### src/rtl/irq_group_merger.sv
module irq_group_merger #(
  parameter int DATA_W = 32,
  parameter int GRP_W  = 8,
  parameter int ADDR_W = 4,
  parameter logic [ADDR_W-1:0] SET_OFS  = 4'h0,
  parameter logic [ADDR_W-1:0] CLR_OFS  = 4'h4,
  parameter logic [ADDR_W-1:0] STAT_OFS = 4'hC,
  localparam int NGRP  = DATA_W / GRP_W,
  localparam int IDX_W = $clog2(GRP_W)
) (
  input  logic                  clk,
  input  logic                  rst_n,
  input  logic [DATA_W-1:0]     src_lvl,
  input  logic                  bus_valid,
  input  logic                  bus_write,
  input  logic [ADDR_W-1:0]     bus_addr,
  input  logic [DATA_W-1:0]     bus_wdata,
  output logic [DATA_W-1:0]     bus_rdata,
  output logic [NGRP-1:0]       grp_req,
  output logic [NGRP*IDX_W-1:0] grp_idx
);

  logic [DATA_W-1:0] en_q;
  logic [DATA_W-1:0] live;

  wire wr_set = bus_valid & bus_write & (bus_addr == SET_OFS);
  wire wr_clr = bus_valid & bus_write & (bus_addr == CLR_OFS);
  wire rd_any = bus_valid & ~bus_write;

  assign live = src_lvl & en_q;

  always_ff @(posedge clk) begin
    if (!rst_n)      en_q <= '0;
    else if (wr_set) en_q <= en_q | bus_wdata;
    else if (wr_clr) en_q <= en_q & ~bus_wdata;
  end

  always_ff @(posedge clk) begin
    if (!rst_n)      bus_rdata <= '0;
    else if (rd_any) bus_rdata <= (bus_addr == STAT_OFS) ? live : '0;
  end

  for (genvar g = 0; g < NGRP; g++) begin : g_grp
    logic [GRP_W-1:0] slice;
    logic [IDX_W-1:0] low;

    assign slice = live[g*GRP_W +: GRP_W];

    always_comb begin
      low = '0;
      for (int i = GRP_W - 1; i >= 0; i--)
        if (slice[i]) low = IDX_W'(i);
    end

    always_ff @(posedge clk) begin
      if (!rst_n) begin
        grp_req[g]                 <= 1'b0;
        grp_idx[g*IDX_W +: IDX_W]  <= '0;
      end else begin
        grp_req[g]                 <= |slice;
        grp_idx[g*IDX_W +: IDX_W]  <= low;
      end
    end


    req_or_chk: assert property (@(posedge clk) disable iff (!rst_n)
      1'b1 |=> grp_req[g] == |($past(src_lvl[g*GRP_W +: GRP_W]) & $past(en_q[g*GRP_W +: GRP_W])));


    idx_idle_chk: assert property (@(posedge clk) disable iff (!rst_n)
      !grp_req[g] |-> grp_idx[g*IDX_W +: IDX_W] == '0);
  end


  en_set_chk: assert property (@(posedge clk) disable iff (!rst_n)
    wr_set |=> (en_q & $past(bus_wdata)) == $past(bus_wdata));


  en_clr_chk: assert property (@(posedge clk) disable iff (!rst_n)
    wr_clr |=> (en_q & $past(bus_wdata)) == '0);


  en_hold_chk: assert property (@(posedge clk) disable iff (!rst_n)
    !(wr_set | wr_clr) |=> $stable(en_q));


  rd_undef_chk: assert property (@(posedge clk) disable iff (!rst_n)
    (rd_any && bus_addr != STAT_OFS) |=> bus_rdata == '0);

endmodule

### config.mk
export PLATFORM = sky130hd
export DESIGN_NAME = irq_group_merger
export DESIGN_NICKNAME = d
export VERILOG_FILES = /design/src/rtl/irq_group_merger.sv
export SDC_FILE = /design/constraint.sdc
export NUM_CORES = 1
export LEC_CHECK = 0
export ABC_AREA = 1
export BUFFER_PORTS_ARGS = -buffer_cell sky130_fd_sc_hd__buf_2
export CORE_UTILIZATION = 40
export CTS_CLUSTER_SIZE = 10
export DETAILED_ROUTE_END_ITERATION = 10
export PLACE_DENSITY_LB_ADDON = 0.15
export SYNTH_ARGS = -nofsm -noshare
export SYNTH_HDL_FRONTEND = slang
export SYNTH_SLANG_ARGS = --single-unit
### constraint.sdc
create_clock -name clk -period 1.9 [get_ports clk]
set_input_delay 0.285 -clock clk [delete_from_list [all_inputs] [get_ports clk]]
set_output_delay 0.285 -clock clk [all_outputs]
set_load 0.01 [all_outputs]
After elaboration in Yosys (flattened, before gate mapping)
Cells that the tools add are included.

Memory bits (writable): 0. Bits in latches: 0. Memories: 0. Memory bits (read-only): 0. Register bits: 80. Word-level logic and storage cells: 79. Bits of input ports: 72.

Equal/unequal tests: 2. Shift operators: 0. $lt $le $gt $ge: 0. Reductions and logical operators: 18. Muxes and demuxes: 31. Add/subtract/negate cells: 0. Div/mod/pow operators: 0. Bitwise operators: 10. $mul: 0.

Operator list (number): two-way mux 32 bit (3); AND 32 bit (2); two-way mux 3 bit (16); NOT 32 bit (1); OR 32 bit (1); OR reduction 8 bit (4); OR reduction 5 bit (4); two-way mux 2 bit (8); OR reduction 3 bit (4); OR reduction 2 bit (4); AND 1 bit (4); equality test 4 x 3 -> 1 bit (second input constant) (1); equality test 4 bit (second input constant) (1); logical NOT 4 bit (1); two-way mux 1 bit (4); NOT 1 bit (2); nonzero test 2 bit (1).

Depth between registers and ports, before layout
Gate-level depths: netlist (run 1).

Depth in word-level cells: 8. Mapped depth: 8. Gate-level depth less buffers: 8.

Worst setup path after synthesis (run 1)
Ideal clock, no wire load.

Kind: input to register. Start: in bus_addr[1]. End: reg (tool-made name). Path slack: 0.846 ns. Arrival time: 0.984 ns. Cell stages on the path: 6. Cell sequence: nor2_2 > nand3_2 > nor2_4 > buf_6 > nand2_1 > a21oi_1.

RTL lines: start, declared (RTL line 16) `input logic [ADDR_W-1:0] bus_addr,`.

Worst setup path in the final report (run 1)
Start: reg bus_rdata[9]. End: out bus_rdata[9].

RTL lines: start, declared (RTL line 18) `output logic [DATA_W-1:0] bus_rdata,`; start signal, assigned (RTL line 40) `else if (rd_any) bus_rdata <= (bus_addr == STAT_OFS) ? live : '0;`.

No word-level cell between the ends.

==> results of run 1 <==
## placed cells by master, fill, tap and decap left out, drive strengths merged
cell	netlist	routed
o21ai	64	64
and3	1	1
bufinv	0	1
a21oi	72	72
nand2	112	112
a31oi	4	4
clkbuf	11	13
nor3	4	4
buf	12	126
nor4	4	4
nor2	12	12
inv	42	42
dfxtp	80	80
clkinv	0	2
nand3	25	25
## cell type report
cell class                 count  share of cell area, %
tap                          102                   3.09
clock buffer                  13                   3.85
inverter                      42                   3.82
sequential                    80                   38.8
multi-input combinational    298                   33.4
clock inverter                 3                  0.971
timing repair buffer         126                   16.0
## worst min-delay path, delay by kind of cell
family / cells / cell delay [ns]
AOI/OAI and AO/OA: 1 / 0.05
buffers and inverters: 1 / 0.10
and+or+nand+nor: 1 / 0.05
## cell usage after synthesis, types with 2 or more instances
cell type | instances | area share [%]
nand2_1 | 112 | 13
dfxtp_1 | 80 | 49
a21oi_1 | 72 | 11
o21ai_0 | 64 | 9.8
inv_1 | 40 | 4.6
nand3_1 | 24 | 3.7
clkbuf_1 | 9 | 1.0
nor2_1 | 8 | 0.92
buf_2 | 6 | 0.92
buf_6 | 6 | 2.1
a31oi_1 | 4 | 0.76
nor3_1 | 4 | 0.61
nor4_1 | 4 | 0.76
clkbuf_2 | 2 | 0.31
inv_2 | 2 | 0.23
nor2_2 | 2 | 0.38
nor2_4 | 2 | 0.69
## power breakdown
part | leakage (uW) | internal [uW] | switching, uW | total (uW)
clock network | 0.000103 | 677 | 599 | 1280
registers | 0.000650 | 1720 | 21.7 | 1740
logic | 0.00125 | 120 | 175 | 295
## layer usage
layer	part of all wire, %	vias to the layer above	wire (um)	track usage (%)
met5	0	-	0	0
met4	0.74	0	64	5.86
met3	6.1	6	525	3.78
met2	46	103	3990	34.9
met1	47	1472	4050	26.5
li1	-	1682	-	-
## logic make-up (layout without fill, tap and decap cells)
kind of cell	count (synthesis)	count (layout)	synth area share [%]
compound gates	140	140	21.6
buf+inv	65	184	9.14
simple gates	158	158	20.4
flops	80	80	48.9
## worst paths after layout
path              depth (start not counted)            to           from  slack [ns]
setup / recovery                          1  bus_rdata[9]   bus_rdata[9]        0.77
hold / removal                            3          flop  bus_wdata[13]        0.21
setup reg to reg                          8    grp_idx[9]           flop        0.96
hold reg to reg                           2          flop           flop        0.48
## through the flow
stage                     cells  total power [uW]  hold WS [ns]  cell area [um^2]
after floorplan             443              1910         0.432              3270
after global placement      648              2070         0.456              3930
after detailed placement    648              2080         0.466              3930
after CTS                   664              3340         0.198              4120
after global routing        664              3450         0.201              4120
final                       664              3310         0.205              4120
==> results_dict.tcl, run 1 <==
set metrics [dict create \
    status "finished, final reports clean" \
    setup_viol 0 \
    peakVddDrop_uv 345 \
    track_usage_pct 20.5 \
    areaGrowthSynthToFinish_pct 26.0 \
    crit_type "flop to primary output" \
    crit_path_cell_trace "buf_2" \
    slew_violations 0 \
    slowest_stage "dfxtp_1" \
    synth-edff-count 0 \
    fmax_mhz 883 \
    grt_max_degree 47 \
    finalHoldViolCount 0 \
    fin_skew_ns 0.00585 \
    ys_seq_area_share_pct 48.9 \
    fin_nets 629 \
    final_core_util_pct 52.8 \
    grt_pass1_vias 3017 \
    grt_pass1_wl_mm 13.9 \
    path_clk_slew_ns 0.08 \
    cp.required_ns 1.62 \
    die_y_um 92.5 \
    cts_sinks 80 \
    worstSetupStartpointType "flop" \
    drtIter0Drc 139 \
    vias_per_cell 4.91 \
    io_buffer_count 119 \
    tightest_slew_ns 0.679 \
    fin_crit_ns 1.13 \
    drt_first_pass_iters 5 \
    p_leak_uw 0.00201 \
    hpwl_mm 6.08 \
    initial_core_util_pct 41.9 \
    cp_num_buf_inv 1 \
    multi_input_area_um2 1380 \
    setup_tns_ns 0 \
    antenna_left 0 \
    clock_latency_ns 0.34 \
    placeableCoreArea_um2 7810 \
    cts_setup_buffers 0 \
    wl_mm 8.63 \
    cts_max_path_buffers 2 \
    synth.net_count 515 \
    drc 0 \
    rsz0062_at_grt "false" \
    synthFlopType "dfxtp_1" \
    hold_buffers 0 \
    antenna_found_initial 0 \
    synth_cells 443 \
    die_x_um 92.5 \
    fin_crit_sh_pct 59.6 \
    cts_buffers 9 \
    ys_ff_latch 80 \
    drv_cap 0 \
    cts-resized-gates 0 \
    htreeDepth 3 \
    cp_max_fo 2 \
    wire_per_inst_um 13.0 \
    setup_slack_ns 0.768 \
    slowest_delay_ns 0.37 \
    crit_family "flip-flops" \
    dieArea_um2 8550 \
    powerDensity_nw_per_um2 804 \
    cp-end-kind "primary output" \
    postSynthAreaPerCell_um2 7.39 \
    syn_area_um2 3270 \
    gp_congestion 0.807 \
    ys_types 19 \
    diodes 0 \
    pin_count 120 \
    place_ws_ns 0.421 \
    grt_overflow_total 0 \
    slew_headroom_pct 54.7 \
    cts_tree "yes" \
    rows 32 \
    ctsRootBufferMaster "clkbuf_8" \
    num_vias 3263 \
    regArea_um2 1600 \
    ys_warn_count 0 \
    min_path_type "input port to flop" \
    arrival_ns 0.85 \
    nFillCells 804 \
    async_flop_share_pct 0 \
    drive_gt1_share_pct 26.2 \
]
Note: power is estimated with default switching activity, not from simulation.
==> run 2: changes to the inputs <==
clock period = 1.1 ns   (was 1.9 ns; I/O delays follow)
==> results_dict.tcl, run 2 (synthesized netlist as in run 1, its figures left out) <==
set metrics [dict create \
    die_y_um 92.5 \
    fmax_mhz 995 \
    initial_core_util_pct 41.9 \
    wire_per_inst_um 12.8 \
    drtIter0Drc 80 \
    arrival_ns 0.84 \
    cts_tree "yes" \
    placeableCoreArea_um2 7810 \
    nFillCells 799 \
    rsz0062_at_grt "false" \
    slowest_stage "dfxtp_1" \
    cp.required_ns 0.94 \
    crit_path_cell_trace "buf_2" \
    fin_crit_sh_pct 91.4 \
    path_clk_slew_ns 0.08 \
    grt_overflow_total 0 \
    slew_headroom_pct 76.3 \
    path_depth 1 \
    crit_type "flop to primary output" \
    antenna_found_initial 0 \
    min_from "bus_wdata[11]" \
    layout_commonest_cell "buf_2" \
    multi_input_area_um2 1380 \
    grt_max_degree 33 \
    powerDensity_nw_per_um2 1390 \
    dieArea_um2 8550 \
    drc 0 \
    ff2ff_path_depth 8 \
    fin_crit_ns 1.01 \
    ctsRootBufferMaster "clkbuf_8" \
    hold_buffers 0 \
    cts_sinks 80 \
    placed_area_um2 4060 \
    p_leak_uw 0.00208 \
    fin_skew_ns 0.00797 \
    design_area_um2 4280 \
    placed_cells 657 \
    track_usage_pct 21.0 \
    peakVddDrop_uv 792 \
    antenna_left 0 \
    gp_congestion 0.822 \
    areaGrowthSynthToFinish_pct 30.6 \
    tightest_slew_ns 0.355 \
    slowest_delay_ns 0.36 \
    setup_viol 0 \
    cts_buffers 9 \
    min_path_type "input port to flop" \
    regArea_um2 1600 \
    cts-resized-gates 0 \
    stdcell_count 672 \
    cp-end-kind "primary output" \
    cp_max_fo 2 \
    worstSetupStartpointType "flop" \
    holdWs_ns 0.0800 \
    whs_path_depth 3 \
    die_x_um 92.5 \
    vias_per_cell 4.86 \
    final_cell_mix "buf_2, nand2_1, dfxtp_1" \
    critPathLaunch "bus_rdata[2]" \
    p_total_uw 5960 \
    cts_setup_buffers 0 \
    finalHoldViolCount 0 \
    num_vias 3263 \
    wl_mm 8.60 \
    drive_gt1_share_pct 27.4 \
    pin_count 120 \
    io_buffer_count 119 \
    slew_violations 0 \
    rows 32 \
    crit_family "flip-flops" \
    fin_nets 638 \
    drv_cap 0 \
    diodes 0 \
    grt_pass1_wl_mm 14.2 \
    clock_latency_ns 0.33 \
    drt_first_pass_iters 4 \
    cts_max_path_buffers 2 \
    cp_num_buf_inv 1 \
    status "finished, final reports clean" \
    grt_pass1_vias 3100 \
    htreeDepth 3 \
    hpwl_mm 6.32 \
]
-- run 2: cell count changes in the layout (fill, tap and decap cells not counted) --
cell / previous run / this run
bufinv_16: 1 / 2
clkinv_2: 2 / 1
clkbuf_1: 2 / 1
buf_12: 1 / 6
buf_4: 6 / 10
-- run 2: final cells by class --
class                   instances  share of cell area (%)
well taps                     102                    2.99
clock buffers                  12                    3.63
multi-input cells             298                    32.2
inverters                      42                    3.69
flip-flops and latches         80                    37.5
clock inverters                 3                    1.52
repair buffers                135                    18.5
-- run 2: path summary, 6_finish.rpt --
check,endpoint,slack [ns]
max,bus_rdata[2],0.09
min,flop,0.08
max reg2reg,grp_idx[3],0.18
min reg2reg,flop,0.48
-- run 2: per-layer routing --
layer	wire length [um]	GRT usage, %	vias up
met5	0	0	-
met4	94	7.29	0
met3	520	4.52	8
met2	3950	33.6	93
met1	4040	27.8	1458
li1	-	-	1704
-- run 2: stage by stage --
| step | TNS (ns) | util, % | setup slack [ns] |
|---|---|---|---|
| 2_1_floorplan | 0 | - | 0.166 |
| 3_3_place_gp | -0.563 | 51.9 | -0.0205 |
| 3_5_place_dp | -2.65 | 51.9 | -0.0893 |
| 4_1_cts | 0 | 54.8 | 0.0918 |
| 5_1_grt | 0 | 54.8 | 0.0176 |
| 6_report | 0 | 54.8 | 0.0946 |
-- run 2: power breakdown --
part | internal, uW | switching (uW) | leakage, uW
registers | 2970 | 37.6 | 0.000650
logic | 246 | 309 | 0.00131
clock network | 1390 | 999 | 0.000112
